File: src/rtl/led_pkg.sv
package led_pkg;
  localparam int LVL_W = 8;
  localparam int DW    = 2 * LVL_W;
  localparam int AW    = 4;
  localparam int NREG  = 1 << AW;
  localparam int NSEG  = 4;
  localparam int NTH   = NSEG - 1;

  localparam int A_CTRL  = 0;
  localparam int A_DUTY  = 1;
  localparam int A_PRE   = 2;
  localparam int A_BLINK = 3;
  localparam int A_THA   = 4;
  localparam int A_THB   = 5;
  localparam int A_BOT   = 6;
  localparam int A_RISE  = 8;
  localparam int A_FALL  = 12;

  typedef enum logic [1:0] {M_OFF, M_PWM, M_BLINK, M_BREATHE} mode_e;
  typedef enum logic [1:0] {B_RISE, B_TOP, B_FALL, B_BOT} bst_e;

  typedef struct packed {
    mode_e                       mode;
    logic                        pol;
    logic                        sym;
    logic [LVL_W-1:0]            duty;
    logic [DW-1:0]               pre;
    logic [LVL_W-1:0]            bper;
    logic [LVL_W-1:0]            bon;
    logic [NTH-1:0][LVL_W-1:0]   th;
    logic [LVL_W-1:0]            htop;
    logic [LVL_W-1:0]            hbot;
    logic [NSEG-1:0][LVL_W-1:0]  rstep;
    logic [NSEG-1:0][LVL_W-1:0]  rhold;
    logic [NSEG-1:0][LVL_W-1:0]  fstep;
    logic [NSEG-1:0][LVL_W-1:0]  fhold;
  } cfg_t;
endpackage

File: src/rtl/led_regs.sv
module led_regs
  import led_pkg::*;
(
  input  logic          clk,
  input  logic          rst,
  input  logic          wr_en,
  input  logic [AW-1:0] wr_addr,
  input  logic [DW-1:0] wr_data,
  input  logic [AW-1:0] rd_addr,
  input  logic          commit,
  output logic [DW-1:0] rd_data,
  output logic [1:0]    stg_mode,
  output cfg_t          cfg
);
  logic [NREG-1:0][DW-1:0] stg;

  assign stg_mode = stg[A_CTRL][1:0];

  always_ff @(posedge clk) begin
    if (rst) begin
      stg     <= '0;
      rd_data <= '0;
    end else begin
      if (wr_en) stg[wr_addr] <= wr_data;
      rd_data <= stg[rd_addr];
    end
  end

  always_ff @(posedge clk) begin
    if (rst) begin
      cfg <= '0;
    end else if (commit) begin
      cfg.mode  <= mode_e'(stg[A_CTRL][1:0]);
      cfg.pol   <= stg[A_CTRL][2];
      cfg.sym   <= stg[A_CTRL][3];
      cfg.duty  <= stg[A_DUTY][LVL_W-1:0];
      cfg.pre   <= stg[A_PRE];
      cfg.bper  <= stg[A_BLINK][LVL_W-1:0];
      cfg.bon   <= stg[A_BLINK][DW-1:LVL_W];
      cfg.th[0] <= stg[A_THA][LVL_W-1:0];
      cfg.th[1] <= stg[A_THA][DW-1:LVL_W];
      cfg.th[2] <= stg[A_THB][LVL_W-1:0];
      cfg.htop  <= stg[A_THB][DW-1:LVL_W];
      cfg.hbot  <= stg[A_BOT][LVL_W-1:0];
      for (int k = 0; k < NSEG; k++) begin
        cfg.rstep[k] <= stg[A_RISE+k][LVL_W-1:0];
        cfg.rhold[k] <= stg[A_RISE+k][DW-1:LVL_W];
        cfg.fstep[k] <= stg[A_FALL+k][LVL_W-1:0];
        cfg.fhold[k] <= stg[A_FALL+k][DW-1:LVL_W];
      end
    end
  end
endmodule

File: src/rtl/led_blink.sv
module led_blink
  import led_pkg::*;
#(
  parameter int PW = DW,
  parameter int W  = LVL_W
)(
  input  logic          clk,
  input  logic          rst,
  input  logic          en,
  input  logic          clr,
  input  logic [PW-1:0] prescale,
  input  logic [W-1:0]  period,
  input  logic [W-1:0]  on_time,
  output logic          on_o
);
  logic [PW-1:0] pre_q;
  logic [W-1:0]  ph_q;

  always_ff @(posedge clk) begin
    if (rst || clr) begin
      pre_q <= '0;
      ph_q  <= '0;
    end else if (en) begin
      if (pre_q >= prescale) begin
        pre_q <= '0;
        ph_q  <= (ph_q >= period) ? '0 : ph_q + 1'b1;
      end else begin
        pre_q <= pre_q + 1'b1;
      end
    end
  end

  assign on_o = ph_q < on_time;
endmodule

File: src/rtl/led_breathe.sv
module led_breathe
  import led_pkg::*;
#(
  parameter int W  = LVL_W,
  parameter int NS = NSEG
)(
  input  logic                 clk,
  input  logic                 rst,
  input  logic                 step,
  input  logic                 clr,
  input  logic                 sym,
  input  logic [NS-2:0][W-1:0] th,
  input  logic [W-1:0]         htop,
  input  logic [W-1:0]         hbot,
  input  logic [NS-1:0][W-1:0] rstep,
  input  logic [NS-1:0][W-1:0] rhold,
  input  logic [NS-1:0][W-1:0] fstep,
  input  logic [NS-1:0][W-1:0] fhold,
  output logic [W-1:0]         lvl,
  output bst_e                 st
);
  localparam int SW = $clog2(NS);

  logic [NS-2:0] ge;
  logic [SW-1:0] seg;
  logic [W-1:0]  cur_step, cur_hold, wt;
  logic [W:0]    sum;
  logic          use_fall;

  for (genvar g = 0; g < NS - 1; g++) begin : g_thr
    assign ge[g] = lvl >= th[g];
  end

  always_comb begin
    seg = '0;
    for (int i = 0; i < NS - 1; i++)
      if (ge[i]) seg = seg + 1'b1;
  end

  assign use_fall = (st == B_FALL) && !sym;
  assign cur_step = use_fall ? fstep[seg] : rstep[seg];
  assign cur_hold = use_fall ? fhold[seg] : rhold[seg];
  assign sum      = {1'b0, lvl} + {1'b0, cur_step};

  always_ff @(posedge clk) begin
    if (rst || clr) begin
      lvl <= '0;
      st  <= B_RISE;
      wt  <= '0;
    end else if (step) begin
      unique case (st)
        B_RISE: begin
          if (wt < cur_hold) wt <= wt + 1'b1;
          else begin
            wt <= '0;
            if (sum[W] || (&sum[W-1:0])) begin
              lvl <= '1;
              st  <= B_TOP;
            end else begin
              lvl <= sum[W-1:0];
            end
          end
        end
        B_TOP: begin
          if (wt < htop) wt <= wt + 1'b1;
          else begin
            wt <= '0;
            st <= B_FALL;
          end
        end
        B_FALL: begin
          if (wt < cur_hold) wt <= wt + 1'b1;
          else begin
            wt <= '0;
            if (lvl <= cur_step) begin
              lvl <= '0;
              st  <= B_BOT;
            end else begin
              lvl <= lvl - cur_step;
            end
          end
        end
        default: begin
          if (wt < hbot) wt <= wt + 1'b1;
          else begin
            wt <= '0;
            st <= B_RISE;
          end
        end
      endcase
    end
  end
endmodule

File: src/rtl/led_breath_ctrl.sv
module led_breath_ctrl
  import led_pkg::*;
(
  input  logic          clk,
  input  logic          rst,
  input  logic          wr_en,
  input  logic [AW-1:0] wr_addr,
  input  logic [DW-1:0] wr_data,
  input  logic [AW-1:0] rd_addr,
  output logic [DW-1:0] rd_data,
  output logic          led_o
);
  cfg_t             cfg;
  logic [1:0]       stg_mode;
  logic [LVL_W-1:0] cnt;
  logic             bnd, mode_chg, blink_on, raw;
  logic [LVL_W-1:0] lvl;
  bst_e             bst;
  logic [1:0]       mode_a;
  logic             pol_a;

  assign bnd      = &cnt;
  assign mode_chg = bnd && (stg_mode != cfg.mode);
  assign mode_a   = cfg.mode;
  assign pol_a    = cfg.pol;

  always_ff @(posedge clk) begin
    if (rst) cnt <= '0;
    else     cnt <= cnt + 1'b1;
  end

  led_regs u_regs (
    .clk(clk), .rst(rst), .wr_en(wr_en), .wr_addr(wr_addr), .wr_data(wr_data),
    .rd_addr(rd_addr), .commit(bnd), .rd_data(rd_data), .stg_mode(stg_mode),
    .cfg(cfg)
  );

  led_blink u_blink (
    .clk(clk), .rst(rst), .en(cfg.mode == M_BLINK), .clr(mode_chg),
    .prescale(cfg.pre), .period(cfg.bper), .on_time(cfg.bon), .on_o(blink_on)
  );

  led_breathe u_breathe (
    .clk(clk), .rst(rst), .step(bnd && (cfg.mode == M_BREATHE) && !mode_chg),
    .clr(mode_chg), .sym(cfg.sym), .th(cfg.th), .htop(cfg.htop), .hbot(cfg.hbot),
    .rstep(cfg.rstep), .rhold(cfg.rhold), .fstep(cfg.fstep), .fhold(cfg.fhold),
    .lvl(lvl), .st(bst)
  );

  always_comb begin
    unique case (cfg.mode)
      M_OFF:   raw = 1'b0;
      M_PWM:   raw = cnt < cfg.duty;
      M_BLINK: raw = blink_on;
      default: raw = cnt < lvl;
    endcase
  end

  always_ff @(posedge clk) begin
    if (rst) led_o <= 1'b0;
    else     led_o <= raw ^ cfg.pol;
  end
endmodule

File: config.mk
export PLATFORM = sky130hd
export DESIGN_NAME = led_breath_ctrl
export DESIGN_NICKNAME = d
export VERILOG_FILES = /design/src/rtl/led_pkg.sv /design/src/rtl/led_regs.sv /design/src/rtl/led_blink.sv /design/src/rtl/led_breathe.sv /design/src/rtl/led_breath_ctrl.sv
export SDC_FILE = /design/constraint.sdc
export NUM_CORES = 1
export LEC_CHECK = 0
export ABC_AREA = 1
export ABC_CLOCK_PERIOD_IN_PS = 8100
export BUFFER_PORTS_ARGS = -buffer_cell sky130_fd_sc_hd__buf_2
export CORE_ASPECT_RATIO = 0.5
export CORE_UTILIZATION = 40
export DETAILED_ROUTE_END_ITERATION = 6
export MAX_ROUTING_LAYER = met4
export SYNTH_ARGS = -nofsm -noshare
export SYNTH_HDL_FRONTEND = slang
export SYNTH_SLANG_ARGS = --single-unit
File: constraint.sdc
create_clock -name clk -period 8.1 [get_ports clk]
set_input_delay 1.215 -clock clk [delete_from_list [all_inputs] [get_ports clk]]
set_output_delay 1.215 -clock clk [all_outputs]
set_load 0.01 [all_outputs]
### Yosys cells after proc, flatten, opt, wreduce, memory -nomap -nowiden

Index checks and enable logic that the tools add are counted.
W data, S select, Z words.

* flip-flop bits (word level): 535
* output and inout bits: 17

* $add $sub $neg: 8
* $lt $le $gt $ge: 16
* eq/ne operators: 12
* mux-type cells: 37
* bitwise gates (word level): 1
* reductions and logical operators: 18

Operator list (count)
* $bwmux W256: 1
* $mux W8: 14
* $bmux W16 S4: 1
* $bmux W8 S2: 4
* $demux W16 S4: 1
* $lt A8 B8 Y1: 6
* $mux W16: 3
* $ge A8 B8 Y1: 4
* $pmux W8 S2: 2
* $add A8 B1 Y8 const B: 3
* $add A16 B1 Y16 const B: 1
* $ge A16 B16 Y1: 1
* $mux W2: 8
* $reduce_and A8 Y1: 2
* $lt A4 B5 Y1 const B: 2
* $add A8 B8 Y9: 1
* $le A8 B8 Y1: 1
* $ne A2 B2 Y1 const B: 4
* $sub A8 B8 Y8: 1
* $reduce_and A7 Y1: 1
* $eq A2 B2 Y1 const B: 3
* $pmux W2 S3: 1
* $logic_and A1 B1 Y1: 5
* $eq A2 B1 Y1 const B: 2
* other kinds (17): 20

### Depth between registers and ports, before layout

Gate-level depths: netlist of run 1.

* depth in word-level cells: 15
* mapped depth: 40

### By module

From an unflattened synthesis of run 1, not the netlist that was laid out.

* cell total of the unflattened synthesis: 3583
* area, all modules: 26279.0 sq um

By module, submodules not included
* led_regs: times used 1, cells each 2482, area each 19431.1 sq um, sequential area each 9689.3 sq um
* led_breathe: times used 1, cells each 695, area each 4042.6 sq um, sequential area each 360.3 sq um
* led_blink: times used 1, cells each 281, area each 1978.1 sq um, sequential area each 480.5 sq um
* led_breath_ctrl: times used 1, cells each 125, area each 827.0 sq um, sequential area each 180.2 sq um

### Least setup slack after synthesis of run 1

Ideal clock, no wire load.

* path type: register -> register
* start point: register u_breathe.lvl[7]
* end point: register u_breathe.lvl[0]
* library setup time: 0.123 ns
* arrival time: 4.514 ns
* required time: 7.977 ns
* path slack: 3.463 ns
* stages on the path, launching flop included: 31
* path buffers: 2
* cell sequence: dfxtp_1 ha_1 a21oi_1 o21a_1 and3_1 inv_1 ha_1 inv_1 nand4_2 nand2_4 clkbuf_1 clkbuf_1 nand2_1 nand3_1 nand3_1 nand2_1 ha_1 inv_1 fa_1 o21ai_1 a21oi_1 o21bai_1 xor2_1 nor2_1 nand4_1 nand2_1 nand2_1 a21oi_1 nand3b_1 nand2_1 a21oi_1

* longest elaborated chain between the ends: 15
* elaborated cells on any way between the ends: 32
* those cells by class: add/sub (4); order compare (5); eq/ne (2); mux (18); reduce/logical (3)

RTL lines
* start, declared: line led_breathe.sv:19 `output logic [W-1:0] lvl,`
* start signal, assigned: line led_breathe.sv:60 `lvl <= sum[W-1:0];`
* start signal, assigned: line led_breathe.sv:79 `lvl <= lvl - cur_step;`
* $ge A8 B8 Y1: line led_breathe.sv:31 `assign ge[g] = lvl >= th[g];`
* $mux W1: line led_breathe.sv:37 `if (ge[i]) seg = seg + 1'b1;`
* $add A1 B1 Y2: line led_breathe.sv:37
* $mux W2: line led_breathe.sv:37
* $add A2 B1 Y2: line led_breathe.sv:37
* $mux W2: line led_breathe.sv:37
* $bmux W8 S2: line led_breathe.sv:41 `assign cur_step = use_fall ? fstep[seg] : rstep[seg];`
* $mux W8 (not written as such): line led_breathe.sv:41
* $mux W8: line led_breathe.sv:41
* $add A8 B8 Y9: line led_breathe.sv:43 `assign sum = {1'b0, lvl} + {1'b0, cur_step};`
* $reduce_and A8 Y1: line led_breathe.sv:56 `if (sum[W] || (&sum[W-1:0])) begin`
* $logic_or A1 B1 Y1: line led_breathe.sv:56
* $mux W8: line led_breathe.sv:56
* $mux W8: line led_breathe.sv:53 `if (wt < cur_hold) wt <= wt + 1'b1;`
* $pmux W8 S2: line led_breathe.sv:51 `unique case (st)`

Parallel ways exist; a longest one is shown, timed or not. The select of a mux whose other input is x is not followed.
A chain may end at the register's enable or synchronous reset.

### Worst setup path in the final report of run 1

* start point: register u_breathe.lvl[3]
* end point: register u_breathe.st[1]

* longest elaborated chain between the ends: 14
* elaborated cells on any way between the ends: 28
* those cells by class: add/sub (3); order compare (5); eq/ne (4); mux (13); reduce/logical (3)

RTL lines
* $ge A8 B8 Y1: line led_breathe.sv:31
* $mux W1: line led_breathe.sv:37
* $add A1 B1 Y2: line led_breathe.sv:37
* $mux W2: line led_breathe.sv:37
* $add A2 B1 Y2: line led_breathe.sv:37
* $mux W2: line led_breathe.sv:37
* $bmux W8 S2: line led_breathe.sv:41
* $mux W8 (not written as such): line led_breathe.sv:41
* $mux W8: line led_breathe.sv:41
* $add A8 B8 Y9: line led_breathe.sv:43
* $reduce_and A8 Y1: line led_breathe.sv:56
* $logic_or A1 B1 Y1: line led_breathe.sv:56
* $ne A2 B1 Y1 (no line)
* $reduce_and A7 Y1 (no line) *
* end signal, assigned: line led_breathe.sv:58 `st <= B_TOP;`
* end signal, assigned: line led_breathe.sv:68 `st <= B_FALL;`
* end signal, assigned: line led_breathe.sv:77 `st <= B_BOT;`
* end, declared: line led_breathe.sv:20 `output bst_e st`

Every way passes the cells marked *; elsewhere a longest branch is shown, timed or not. The select of a mux whose other input is x is not followed.

==> results_dict.tcl, run 1 <==
set metrics [dict create \
    drtPass1Iterations 5 \
    drc 0 \
    path_max_fanout 63 \
    cts-root-buf "clkbuf_16" \
    finalHoldViolCount 0 \
    netlist-cell-type-count 47 \
    port_buffers 43 \
    power_uw 5480 \
    nFillCells 6163 \
    grt_max_degree 224 \
    cap_violations 0 \
    path_depth 35 \
    period_needed_ps 5710 \
    drt_wl_total_mm 79.1 \
    ctsHoldBuffers 0 \
    grt_pass1_vias 20500 \
    share_comb_of_total_power_pct 5.6 \
    slew_headroom_pct 21.4 \
    criticalPathCategory "reg2reg" \
    vias_per_cell 5.42 \
    initial_core_util_pct 40.6 \
    route.vias.total 22700 \
    yosysSeqAreaShare_pct 43.0 \
    h-tree-depth 2 \
    antenna_found_initial 0 \
    ff2ff_path_depth 35 \
    rsz0062_at_grt "false" \
    core_um2 61300 \
    clk_path_buf_depth 3 \
    place.gp.congestion 0.897 \
    critPathMaxStageDelay_ps 520 \
    cp-end-kind "register" \
    drv_slew 0 \
    cpMostUsedCell "nor2_1" \
    vdd_drop_max_mv 0.137 \
    required_ps 8610 \
    period_share_pct 70.5 \
    cts.repair.resized 0 \
    finalSetupTns_ps 0 \
    switchingPower_uw 1350 \
    synth.most_common_cell "o21ai_0" \
    avgSynthCellArea_um2 7.25 \
    insertion_delay_ps 620 \
    clkTransAtPathRegs_ps 70 \
    p_clk_share_pct 45.4 \
    antenna_left 0 \
    grt_pass1_wl_mm 122 \
    max_freq_ghz 0.175 \
    p_seq_share_pct 49.0 \
    ios 44 \
    multi_input_area_um2 12000 \
    setup_viol 0 \
    overflow 0 \
    hold_path_class "reg2reg" \
    crit_buf_inv 7 \
    hpwlAfterDp_mm 49.2 \
    synth.top_cells.by_count "659 x o21ai_0, 583 x nor2_1, 535 x dfxtp_1, 422 x a21oi_1, 325 x inv_1" \
    tritoncts "yes" \
    syn2layout_area_growth_pct 9.22 \
    tightest_slew_ps 1170 \
    wl_per_cell_um 18.9 \
    yosysWarnings 0 \
    syn_nets 3577 \
    finClkSkew_ps 28.6 \
    synthArstFlopShare_pct 0 \
    cts_setup_buffers 0 \
    switching_share_pct 24.7 \
    cp_top_family "simple AND/OR/NAND/NOR gates" \
    synth-edff-count 0 \
    drive_gt1_share_pct 5.24 \
    numCtsBuffers 51 \
    worst_path_max_delay_cell "dfxtp_1" \
    first_iter_violations 2701 \
    syn_inst 3431 \
    worstPathArrival_ps 6210 \
    synth_seq_cells 535 \
    whs_path_depth 2 \
    n_antenna_cell 0 \
    synthesis.area_um2 24900 \
    synth_ff_type "dfxtp_1" \
    synth.top_cell.area_share_pct 43.0 \
    die_h_um 178 \
    p_int_uw 4130 \
    clock_sinks 535 \
    fin_nets 3466 \
    leakagePower_uw 0.0110 \
    power_density_nw_per_um2 202 \
    num_rows 64 \
    regArea_um2 10700 \
    ys_top_cells_by_area "dfxtp_1 43%, o21ai_0 13%, nor2_1 8.8%, a21oi_1 8.5%, ha_1 5.9%" \
    die_w_um 355 \
    grt_use_total_pct 25.3 \
    cp-start-kind "register" \
    outcome "finished, final reports clean" \
    final_util_pct 44.4 \
    die_area_um2 63300 \
    yosysTopAreaCell "dfxtp_1" \
]
==> registers in the layout, indices dropped and copies added (netlist names) <==
name / flops
u_regs.stg: 254
u_regs.cfg: 212
u_blink.pre_q: 16
u_regs.rd_data: 16
cnt: 8
u_blink.ph_q: 8
u_breathe.lvl: 8
u_breathe.wt: 8
u_breathe.st: 2
u_regs.stg_mode: 2
led_o: 1
==> worst min-delay path, delay by kind of cell (launching register included) <==
| kind | cells | cell delay, ps |
|---|---|---|
| buffers and inverters | 1 | 40 |
| AOI/OAI and AO/OA | 1 | 50 |
| DFF | 1 | 310 |
==> logic make-up after synthesis <==
| kind of cell | Yosys count | synth area share [%] |
|---|---|---|
| buf+inv | 569 | 8.63 |
| simple gates | 990 | 16.2 |
| compound gates | 1195 | 25.2 |
| fa+ha+maj | 119 | 6.04 |
| flops | 535 | 43.0 |
| xor+xnor | 23 | 0.810 |
==> worst paths after layout <==
path | start | end | slack [ps]
worst max-delay path | u_breathe.lvl[3] | u_breathe.st[1] | 2390
worst min-delay path | u_regs.stg[10] | u_regs.stg[10] | 440
worst max register to register | u_breathe.lvl[3] | u_breathe.st[1] | 2390
worst min register to register | u_regs.stg[10] | u_regs.stg[10] | 440
==> metrics by stage <==
stage                     setup WS (ps)  std cells  hold WS (ps)  cell area, µm²
after floorplan                    3460       3431           417           24900
after global placement             2560       4092           429           25500
after detailed placement           2490       4092           433           25500
after CTS                          2460       4183           443           27200
after global routing               1890       4183           460           27200
final                              2390       4183           441           27200
==> placed cells by master (no fill, tap or decap), drive strengths merged, types with 2 or more instances in the layout <==
master,instances
a211oi,4
a21boi,2
a21o,4
a21oi,422
a31o,2
a31oi,3
and3,2
buf,71
bufinv,4
clkbuf,74
clkinv,14
clkinvlp,2
dfxtp,535
fa,2
ha,117
inv,331
nand2,255
nand3,103
nand3b,4
nand4,15
nor2,586
nor3,11
nor3b,9
nor4,4
o211ai,60
o21a,9
o21ai,665
o21bai,5
o221ai,10
o22ai,6
o31ai,2
xnor2,4
xor2,19
==> area by class of cell <==
cell class,count,area share (%)
clock buffers,74,5.38
well taps,825,3.80
clock inverters,17,0.870
flip-flops and latches,535,39.4
repair buffers,71,1.63
inverters,334,4.65
multi-input cells,2327,44.3
==> power groups by stage <==
stage,clock [µW],sequential [µW],combinational (µW)
final,2490,2680,307
after global routing,2640,2680,330
after CTS,2530,2680,300
after detailed placement,0,2740,299
after global placement,0,2740,297
after floorplan,0,2740,180
==> per-layer routing <==
layer | global-route usage (%) | wire [µm]
met4 | 5.78 | 1620
met3 | 3.47 | 5760
met5 | - | 0
met1 | 36.2 | 37900
met2 | 37.8 | 33800
Note: power is estimated with default switching activity, not from simulation.
==> run 2: changes to the inputs <==
--- a/config.mk
+++ b/config.mk
@@ -5,8 +5,8 @@
 export SDC_FILE = /design/constraint.sdc
 export NUM_CORES = 1
 export LEC_CHECK = 0
-export ABC_AREA = 1
-export ABC_CLOCK_PERIOD_IN_PS = 8100
+export ABC_AREA = 0
+export ABC_CLOCK_PERIOD_IN_PS = 5100
 export BUFFER_PORTS_ARGS = -buffer_cell sky130_fd_sc_hd__buf_2
 export CORE_ASPECT_RATIO = 0.5
 export CORE_UTILIZATION = 40
==> constraint.sdc (replaced) <==
create_clock -name clk -period 5.1 [get_ports clk]
set_input_delay 0.765 -clock clk [delete_from_list [all_inputs] [get_ports clk]]
set_output_delay 0.765 -clock clk [all_outputs]
set_load 0.01 [all_outputs]
==> results_dict.tcl, run 2 <==
set metrics [dict create \
    final_common_cell "nand2_1" \
    num_rows 64 \
    place.gp.congestion 0.938 \
    finalSetupTns_ps -7070 \
    grt_pass1_wl_mm 123 \
    fin_nets 3104 \
    synth_ff_type "dfxtp_1" \
    power_uw 8600 \
    die_area_um2 63000 \
    route.vias.total 21000 \
    finClkSkew_ps 38.7 \
    drt_wl_total_mm 82.2 \
    overflow 0 \
    worst_path_max_delay_cell "mux4_2" \
    hpwlAfterDp_mm 53.0 \
    ios 44 \
    period_needed_ps 5540 \
    clk_path_buf_depth 3 \
    period_share_pct 109 \
    critPathMaxStageDelay_ps 480 \
    ys_top_cells_by_area "dfxtp_1 43%, nand2_1 15%, a21oi_1 10%, mux4_2 10%, ha_1 5.9%" \
    synth_seq_cells 535 \
    top_register "u_regs.stg" \
    tritoncts "yes" \
    hold_path_class "reg2reg" \
    antenna_found_initial 3 \
    port_buffers 43 \
    share_comb_of_total_power_pct 4.1 \
    setup_viol 18 \
    required_ps 5580 \
    p_int_uw 6580 \
    avgSynthCellArea_um2 8.35 \
    rsz0062_at_grt "true" \
    max_freq_ghz 0.181 \
    drive_gt1_share_pct 15.2 \
    clkTransAtPathRegs_ps 60 \
    grt_use_total_pct 26.5 \
    ctsHoldBuffers 0 \
    criticalPathCategory "reg2reg" \
    antenna_left 0 \
    drtPass1Iterations 5 \
    reg.largest.list "u_regs.stg x254, u_regs.cfg x212" \
    synth-edff-count 0 \
    slew_headroom_pct 14.4 \
    syn_inst 2966 \
    finalHoldViolCount 0 \
    syn_nets 3112 \
    tightest_slew_ps 1280 \
    synthArstFlopShare_pct 0 \
    drv_slew 0 \
    yosysSeqAreaShare_pct 43.2 \
    numCtsBuffers 51 \
    initial_core_util_pct 40.5 \
    vias_per_cell 5.50 \
    violations "setup timing" \
    yosysTopAreaCell "dfxtp_1" \
    cp-start-kind "register" \
    drc 0 \
    vdd_drop_max_mv 0.264 \
    clock_sinks 535 \
    cts-root-buf "clkbuf_16" \
    cp-end-kind "register" \
    grt_max_degree 212 \
    die_h_um 178 \
    cap_violations 0 \
    synth.top_cells.by_count "974 x nand2_1, 535 x dfxtp_1, 514 x a21oi_1, 207 x clkbuf_1, 117 x ha_1" \
    finalWorstSetupSlack_ps -439 \
    power_density_nw_per_um2 301 \
    h-tree-depth 2 \
    outcome "finished, violations left" \
    synth.top_cell.area_share_pct 43.2 \
    synthesis.area_um2 24800 \
    final_cell_mix "973 x nand2_1, 531 x dfxtp_1, 502 x a21oi_1" \
    switchingPower_uw 2020 \
    insertion_delay_ps 620 \
    worstPathArrival_ps 6020 \
    switching_share_pct 23.5 \
    syn2layout_area_growth_pct 15.3 \
    path_max_fanout 6 \
    first_iter_violations 2189 \
    grt_pass1_vias 19100 \
    p_clk_share_pct 46.7 \
    synth.most_common_cell "nand2_1" \
    netlist-cell-type-count 59 \
    die_w_um 354 \
    leakagePower_uw 0.00984 \
    wl_per_cell_um 21.5 \
    core_um2 61200 \
    largest_register_ffs 254 \
    yosysWarnings 0 \
    holdWs_ps 452 \
    p_seq_share_pct 49.2 \
]
-- run 2: cell types whose count changed after synthesis, moves of 17 or more --
cell | previous run | this run
nor2_1 | 583 | 59
mux4_2 | 0 | 110
inv_1 | 325 | 110
nand2_1 | 249 | 974
o211ai_1 | 60 | 2
nand3_1 | 99 | 24
a21oi_1 | 422 | 514
o21ai_0 | 659 | 32
nor2b_1 | 0 | 30
nand2b_1 | 0 | 17
a21o_1 | 4 | 40
-- run 2: path summary, 6_finish.rpt --
path,from,endpoint,slack [ps],cells past startpoint
hold / removal,u_regs.cfg[84],u_regs.cfg[84],450,2
hold reg to reg,u_regs.cfg[84],u_regs.cfg[84],450,2
setup reg to reg,u_breathe.lvl[0],u_breathe.wt[5],-440,30
setup / recovery,u_breathe.lvl[0],u_breathe.wt[5],-440,30
-- run 2: power groups by stage --
stage	logic, µW	clock network, µW	registers (µW)
final	350	4020	4230
after global routing	367	4250	4230
after CTS	344	4060	4230
after detailed placement	343	0	4320
after global placement	342	0	4320
after floorplan	221	0	4320
-- run 2: cells by family (layout without fill, tap and decap cells) --
| family | after synthesis | count (layout) | share of synthesized area (%) |
|---|---|---|---|
| flops | 535 | 535 | 43.2 |
| other cells | 0 | 2 | 0 |
| fa+ha+maj | 119 | 119 | 6.07 |
| mux | 132 | 132 | 11.0 |
| buf+inv | 330 | 359 | 5.05 |
| compound gates | 643 | 644 | 14.2 |
| simple gates | 1175 | 1176 | 19.3 |
| xor+xnor | 32 | 32 | 1.13 |
-- run 2: timing repair --
item                                    CTS  global route
endpoints found under the setup margin   18            18
resized for setup                        28            44
gates cloned                              2             1
pin swaps                                14            34
buffers inserted                         14            11
-- run 2: cell type report --
type / instances / area, µm²
antenna: 2 / 5.00
clock buffer: 75 / 1530
clock inverter: 17 / 230
fill: 5886 / 32600
inverter: 110 / 415
multi-input combinational: 2103 / 13400
sequential: 535 / 10700
tap: 825 / 1030
timing repair buffer: 157 / 1280
-- run 2: worst max-delay path: cells and delay by family, from the launching register on --
kind                     cells  cell delay, ps
flip-flops                   1             350
AO/OA/AOI/OAI               12            2000
adder cells (fa/ha/maj)      3             690
AND/OR/NAND/NOR              7             870
multiplexers                 2             690
buffers and inverters        6             820
-- run 2: stage by stage --
stage | cells | util [%] | worst slack, ps | instance area (µm²)
after detailed placement | 3703 | 42.9 | -533 | 26200
after global routing | 3823 | 46.7 | -645 | 28600
final | 3824 | 46.7 | -439 | 28600
after floorplan | 2966 | - | -178 | 25000
after global placement | 3703 | 42.9 | -461 | 26200
after CTS | 3811 | 46.1 | -356 | 28200
-- run 2: per-layer routing --
| metal | vias to the layer above | wire length (µm) | GRT usage (%) |
|---|---|---|---|
| met2 | 836 | 35200 | 39.2 |
| met5 | - | 0 | - |
| met3 | 150 | 6830 | 4.54 |
| li1 | 9945 | - | - |
| met1 | 10100 | 36900 | 36.6 |
| met4 | 0 | 3180 | 8.55 |
